**config.mk**
```make
export PLATFORM = sky130hd
export DESIGN_NAME = intv_timer_bank
export DESIGN_NICKNAME = d
export VERILOG_FILES = /design/src/rtl/tmr_pkg.sv /design/src/rtl/tmr_prescaler.sv /design/src/rtl/tmr_channel.sv /design/src/rtl/tmr_irq_ctrl.sv /design/src/rtl/intv_timer_bank.sv
export SDC_FILE = /design/constraint.sdc
export NUM_CORES = 2
export LEC_CHECK = 0
export BUFFER_PORTS_ARGS = -buffer_cell sky130_fd_sc_hd__buf_2
export CELL_PAD_IN_SITES_DETAIL_PLACEMENT = 1
export CELL_PAD_IN_SITES_GLOBAL_PLACEMENT = 2
export CORE_UTILIZATION = 34
export DETAILED_ROUTE_END_ITERATION = 7
export GPL_ROUTABILITY_DRIVEN = 0
export PLACE_DENSITY_LB_ADDON = 0.3
export SYNTH_ARGS = -nofsm -noshare
export SYNTH_HDL_FRONTEND = slang
export SYNTH_SLANG_ARGS = --single-unit
```
**constraint.sdc**
```tcl
create_clock -name clk -period 2.8 [get_ports clk]
set_input_delay 0.14 -clock clk [delete_from_list [all_inputs] [get_ports clk]]
set_output_delay 0.14 -clock clk [all_outputs]
set_load 0.01 [all_outputs]
```
**src/rtl/tmr_pkg.sv**
```systemverilog
package tmr_pkg;

    localparam int WORD_ENABLE = 0;
    localparam int WORD_STATUS = 1;
    localparam int CH_BASE     = 4;
    localparam int CH_STRIDE   = 4;

    typedef enum logic [1:0] {
        REG_CTRL = 2'd0,
        REG_INTV = 2'd1,
        REG_CUR  = 2'd2,
        REG_NONE = 2'd3
    } chreg_e;

    // control word, bit 7 down to bit 0
    typedef struct packed {
        logic       single;
        logic [2:0] div_m1;
        logic [1:0] src;
        logic       reload;
        logic       run;
    } ctrl_t;

    localparam int CTRL_W = $bits(ctrl_t);

    typedef struct packed {
        logic       hit;
        logic [7:0] ch;
        chreg_e     kind;
    } dec_t;

    function automatic dec_t decode(input logic [15:0] a, input int nch);
        dec_t        d;
        logic [15:0] off;
        off    = a - 16'(CH_BASE);
        d.hit  = (a >= 16'(CH_BASE)) && (a < 16'(CH_BASE + CH_STRIDE * nch))
                 && (off[1:0] != 2'd3);
        d.ch   = off[9:2];
        d.kind = chreg_e'(off[1:0]);
        return d;
    endfunction

endpackage

```
**src/rtl/tmr_prescaler.sv**
```systemverilog
module tmr_prescaler #(
    parameter int DIVW = 3
) (
    input  logic            clk,
    input  logic            rst,
    input  logic            tick,
    input  logic            run,
    input  logic            restart,
    input  logic [DIVW-1:0] div_m1,
    output logic            step
);
    logic [DIVW-1:0] cnt;

    always_ff @(posedge clk) begin
        if (rst || !run || restart)
            cnt <= '0;
        else if (tick)
            cnt <= (cnt == div_m1) ? '0 : cnt + 1'b1;
    end

    assign step = run && tick && (cnt == div_m1);
endmodule

```
**src/rtl/tmr_channel.sv**
```systemverilog
module tmr_channel
    import tmr_pkg::*;
#(
    parameter int DW = 32
) (
    input  logic          clk,
    input  logic          rst,
    input  logic          tick,
    input  logic          ctrl_we,
    input  logic          intv_we,
    input  logic          cur_we,
    input  logic [DW-1:0] wdata,
    output ctrl_t         ctrl_o,
    output logic [DW-1:0] intv_o,
    output logic [DW-1:0] cur_o,
    output logic          expire_o
);
    ctrl_t         ctrl_q;
    logic [DW-1:0] intv_q, cur_q, cur_nx;
    logic          step, expire;

    tmr_prescaler #(.DIVW(3)) u_pre (
        .clk    (clk),
        .rst    (rst),
        .tick   (tick),
        .run    (ctrl_q.run),
        .restart(ctrl_we),
        .div_m1 (ctrl_q.div_m1),
        .step   (step)
    );

    assign expire = step && (cur_q == '0);

    always_comb begin
        if (!expire)          cur_nx = cur_q - 1'b1;
        else if (ctrl_q.single) cur_nx = '0;
        else if (ctrl_q.reload) cur_nx = intv_q;
        else                  cur_nx = cur_q - 1'b1;
    end

    always_ff @(posedge clk) begin
        if (rst)                          ctrl_q <= '0;
        else if (ctrl_we)                 ctrl_q <= ctrl_t'(wdata[CTRL_W-1:0]);
        else if (expire && ctrl_q.single) ctrl_q.run <= 1'b0;
    end

    always_ff @(posedge clk) begin
        if (rst)          intv_q <= '0;
        else if (intv_we) intv_q <= wdata;
    end

    always_ff @(posedge clk) begin
        if (rst)         cur_q <= '0;
        else if (cur_we) cur_q <= wdata;
        else if (step)   cur_q <= cur_nx;
    end

    assign ctrl_o   = ctrl_q;
    assign intv_o   = intv_q;
    assign cur_o    = cur_q;
    assign expire_o = expire;
endmodule

```
**src/rtl/tmr_irq_ctrl.sv**
```systemverilog
module tmr_irq_ctrl #(
    parameter int NCH = 6
) (
    input  logic           clk,
    input  logic           rst,
    input  logic           en_we,
    input  logic           st_we,
    input  logic [NCH-1:0] wdata,
    input  logic [NCH-1:0] expire,
    output logic [NCH-1:0] en_o,
    output logic [NCH-1:0] st_o,
    output logic           irq_o
);
    logic [NCH-1:0] en_q, st_q, clr;

    assign clr = st_we ? wdata : '0;

    always_ff @(posedge clk) begin
        if (rst) begin
            en_q <= '0;
            st_q <= '0;
        end else begin
            if (en_we) en_q <= wdata;
            st_q <= (st_q & ~clr) | expire;
        end
    end

    assign en_o  = en_q;
    assign st_o  = st_q;
    assign irq_o = |(st_q & en_q);
endmodule

```
**src/rtl/intv_timer_bank.sv**
```systemverilog
module intv_timer_bank
    import tmr_pkg::*;
#(
    parameter int NCH = 6,
    parameter int DW  = 32,
    parameter int AW  = 6
) (
    input  logic          clk,
    input  logic          rst,
    input  logic          tick,
    input  logic          wr_en,
    input  logic [AW-1:0] addr,
    input  logic [DW-1:0] wdata,
    output logic [DW-1:0] rd_data,
    output logic          irq
);
    dec_t           dec;
    ctrl_t          ctrl_q [NCH];
    logic [DW-1:0]  intv_q [NCH];
    logic [DW-1:0]  cur_q  [NCH];
    logic [NCH-1:0] ctrl_we, intv_we, cur_we, expire;
    logic [NCH-1:0] en_q, st_q;
    logic           en_we, st_we;

    assign dec   = decode(16'(addr), NCH);
    assign en_we = wr_en && (addr == AW'(WORD_ENABLE));
    assign st_we = wr_en && (addr == AW'(WORD_STATUS));

    for (genvar g = 0; g < NCH; g++) begin : g_ch
        logic sel;
        assign sel        = wr_en && dec.hit && (dec.ch == 8'(g));
        assign ctrl_we[g] = sel && (dec.kind == REG_CTRL);
        assign intv_we[g] = sel && (dec.kind == REG_INTV);
        assign cur_we[g]  = sel && (dec.kind == REG_CUR);

        tmr_channel #(.DW(DW)) u_ch (
            .clk     (clk),
            .rst     (rst),
            .tick    (tick),
            .ctrl_we (ctrl_we[g]),
            .intv_we (intv_we[g]),
            .cur_we  (cur_we[g]),
            .wdata   (wdata),
            .ctrl_o  (ctrl_q[g]),
            .intv_o  (intv_q[g]),
            .cur_o   (cur_q[g]),
            .expire_o(expire[g])
        );
    end

    tmr_irq_ctrl #(.NCH(NCH)) u_irq (
        .clk   (clk),
        .rst   (rst),
        .en_we (en_we),
        .st_we (st_we),
        .wdata (wdata[NCH-1:0]),
        .expire(expire),
        .en_o  (en_q),
        .st_o  (st_q),
        .irq_o (irq)
    );

    always_comb begin
        rd_data = '0;
        if (addr == AW'(WORD_ENABLE)) rd_data = DW'(en_q);
        if (addr == AW'(WORD_STATUS)) rd_data = DW'(st_q);
        for (int i = 0; i < NCH; i++) begin
            if (dec.hit && dec.ch == 8'(i)) begin
                case (dec.kind)
                    REG_CTRL: rd_data = DW'(ctrl_q[i]);
                    REG_INTV: rd_data = intv_q[i];
                    REG_CUR:  rd_data = cur_q[i];
                    default:  rd_data = '0;
                endcase
            end
        end
    end
endmodule

```
==> run_results.csv <==
group,metric,value,unit
outcome,status,"finished, final reports clean",
synthesis,yosys.area.top_type,"dfxtp_1",
setup_path,critical_path_class,"reg2reg",
finish,nets,3864,
synthesis,synth_cells,3705,
floorplan,fp-row-count,103,
clocking,cts_inserted_buffers,57,
finish,most-common-layout-cells,"674 x nand2_1, 462 x dfxtp_1, 421 x a21oi_1",
drt,vias,30868,
grt,grt_pass1_vias,30578,
clocking,cts_root_buffer,"clkbuf_16",
finish,drive_gt1_frac,0.136,
synthesis,syn-cell-area,27500,µm²
synthesis,synth_warnings,0,
floorplan,dieHeight,286,µm
sta,hold_violations,0,
grt,grt_start_max_net_pins,71,
sta,setup_viol,0,
finish,finish.utilization,0.408,
sta,tightest_slew,1000,ps
power_and_ir_drop,irDropWorstVdd,431,µV
grt,grt_pass1_wl,206000,µm
setup_path,cp_max_fo,9,
setup_path,required,3300,ps
sta,max_freq,363,MHz
drt,via_per_inst,6.30,
drt,wire_per_inst,28.5,µm
sta,finalWorstSetupSlack,42.4,ps
synthesis,synth_edf_count,0,
setup_path,setup.worst_path.end_class,"register",
sta,slew_viol_final,0,
placement,place_ws,38.3,ps
synthesis,synth_nets,3765,
placement,dp_hpwl,98600,µm
drt,first_pass_iters,5,
finish,final_area,32500,µm²
floorplan,die_w,286,µm
clocking,clk_path_buf_depth,3,
synthesis,async_flop_share,0,
floorplan,die_area,82000,µm²
finish,final_common_cell,"nand2_1",
flow_run,drv_cap,0,
placement,port_buffers,74,
synthesis,synth_area_leaders,"dfxtp_1 34%, nand2_1 9.2%, a21oi_1 7.7%, a22oi_1 6.4%, clkbuf_1 4.0%",
power_and_ir_drop,p_per_area,501,nW/µm²
sta,fin_crit,2760,ps
sta,relSlewSlack,0.332,
floorplan,start_util,0.346,
drt,drtAntennaViolNets,0,
finish,area_growth,18.0,%
synthesis,ys_types,80,
sta,period_share,0.985,
clocking,ctsHtreeMaxLevel,2,
synthesis,netlist.area_leader.share,0.336,
floorplan,core_area,79500,µm²
synthesis,ys_seq_area_frac,0.336,
grt,grt.total_usage,0.332,
setup_path,crit_arrival,3260,ps
synthesis,synth_seq_cells,462,
sta,finalSetupTns,0,ps
sta,skew,22.4,ps
sta,rsz0062_at_grt,"true",
min_path,worst_hold_path_type,"in2reg",
synthesis,synth_flop_cell,"dfxtp_1",
clocking,cts_tree,"yes",
drt,routed_wl,139000,µm
placement,post_dp_cell_area,30400,µm²
floorplan,pin_count,75,
setup_path,worst_setup_path_start_kind,"register",
drt,drc,0,
clocking,clk_pin_slew,70,ps
grt,grt-ovfl-total,0,
grt,antenna_found_initial,13,
power_and_ir_drop,p_leak,0.0121,µW
drt,drt_iter0_markers,2682,
clocking,insertion_delay,650,ps
clocking,cts_sinks,462,
synthesis,avgSynthCellArea,7.42,µm²
[state kept, by name, summed over array words and instances, names as in the netlist]
name / cells
g_ch.u_ch.cur_o: 192
g_ch.u_ch.ctrl_o: 48
g_ch.u_ch.u_pre.cnt: 18
u_irq.en_o: 6
u_irq.st_o: 6
g_ch.u_ch.intv_o: 192
[stage by stage]
stage	hold slack, ps	cells	total power (µW)
after floorplan	316	3705	8070
after global placement	444	4781	8860
after detailed placement	449	4781	8870
after CTS	7.37	4894	16300
after global routing	30.9	4895	16700
final	30.8	4899	16300
[cell families (layout without fill, tap and decap cells)]
logic type	after synthesis	in the layout	share of synthesized area
XOR/XNOR	163	163	0.0519
AND/OR/NAND/NOR	1469	1469	0.250
buffers and inverters	369	508	0.0519
flip-flops	462	462	0.336
adder cells (fa/ha/maj)	18	18	0.00819
AO/OA/AOI/OAI	1131	1131	0.268
other	0	5	0
multiplexers	93	93	0.0342
[path summary, 6_finish.rpt]
kind / startpoint / slack, ps / cells after the start / end
worst max-delay path: g_ch[1].u_ch.cur_o[15]$_SDFFE_PP0P_ / 40 / 7 / g_ch[1].u_ch.cur_o[4]$_SDFFE_PP0P_
worst min-delay path: wdata[18] / 30 / 3 / g_ch[5].u_ch.intv_o[18]$_SDFFE_PP0P_
worst max register to register: g_ch[1].u_ch.cur_o[15]$_SDFFE_PP0P_ / 40 / 7 / g_ch[1].u_ch.cur_o[4]$_SDFFE_PP0P_
worst min register to register: g_ch[5].u_ch.ctrl_o[2]$_SDFFE_PP0P_ / 450 / 2 / g_ch[5].u_ch.ctrl_o[2]$_SDFFE_PP0P_
[power by group]
group	leakage (µW)	internal (µW)	switching [µW]
registers	0.00372	6620	57.5
clock network	0.000895	4260	3200
logic	0.00746	756	1390
[routing by layer]
metal / share of wire / global-route usage / wire (µm) / vias to the layer above
li1: - / - / - / 13808
met1: 0.43 / 0.435 / 59300 / 15495
met2: 0.45 / 0.531 / 63400 / 1238
met3: 0.068 / 0.0488 / 9510 / 317
met4: 0.051 / 0.164 / 7130 / 10
met5: 0.00051 / 0 / 71 / -
[synth_stat cells (all sizes together), types with 11 or more instances]
| library cell | n |
|---|---|
| or3 | 30 |
| ha | 18 |
| xnor2 | 81 |
| nor2b | 11 |
| a31oi | 35 |
| nor4 | 80 |
| nand3b | 13 |
| mux2i | 85 |
| o32ai | 15 |
| buf | 44 |
| a221o | 13 |
| o22ai | 108 |
| a21oi | 423 |
| and2 | 18 |
| or4 | 38 |
| clkbuf | 296 |
| nand2 | 675 |
| nand3 | 119 |
| o221ai | 84 |
| xor2 | 82 |
| and3 | 21 |
| nor2 | 261 |
| nand4 | 37 |
| a22o | 16 |
| dfxtp | 462 |
| a221oi | 34 |
| a22oi | 235 |
| o31ai | 11 |
| inv | 29 |
| nor3 | 100 |
| o21ai | 78 |
[area by class of cell]
type	count	area, µm²
fill	9762	47100
multi-input combinational	2874	17000
sequential	462	9250
timing repair buffer	380	3020
clock buffer	84	1670
tap	1050	1310
clock inverter	15	135
inverter	29	110
antenna	5	12.5
[critical path, cell delays in order (launching register included)]
cell	delay [ps]
dfxtp_1	320
or4_4	570
or3_4	350
or4_1	560
nor2_1	140
buf_4	150
a211o_1	360
o32ai_1	160
[repair_timing]
| item | 4_1_cts | 5_1_grt |
|---|---|---|
| setup buffers | 0 | 0 |
| gates resized for setup | 1 | 14 |
| hold buffers | 14 | 0 |
| pin swaps | 0 | 3 |
| setup endpoints to repair | 1 | 27 |
| hold endpoints to repair | 64 | 0 |
Note: power is estimated with default switching activity, not from simulation.
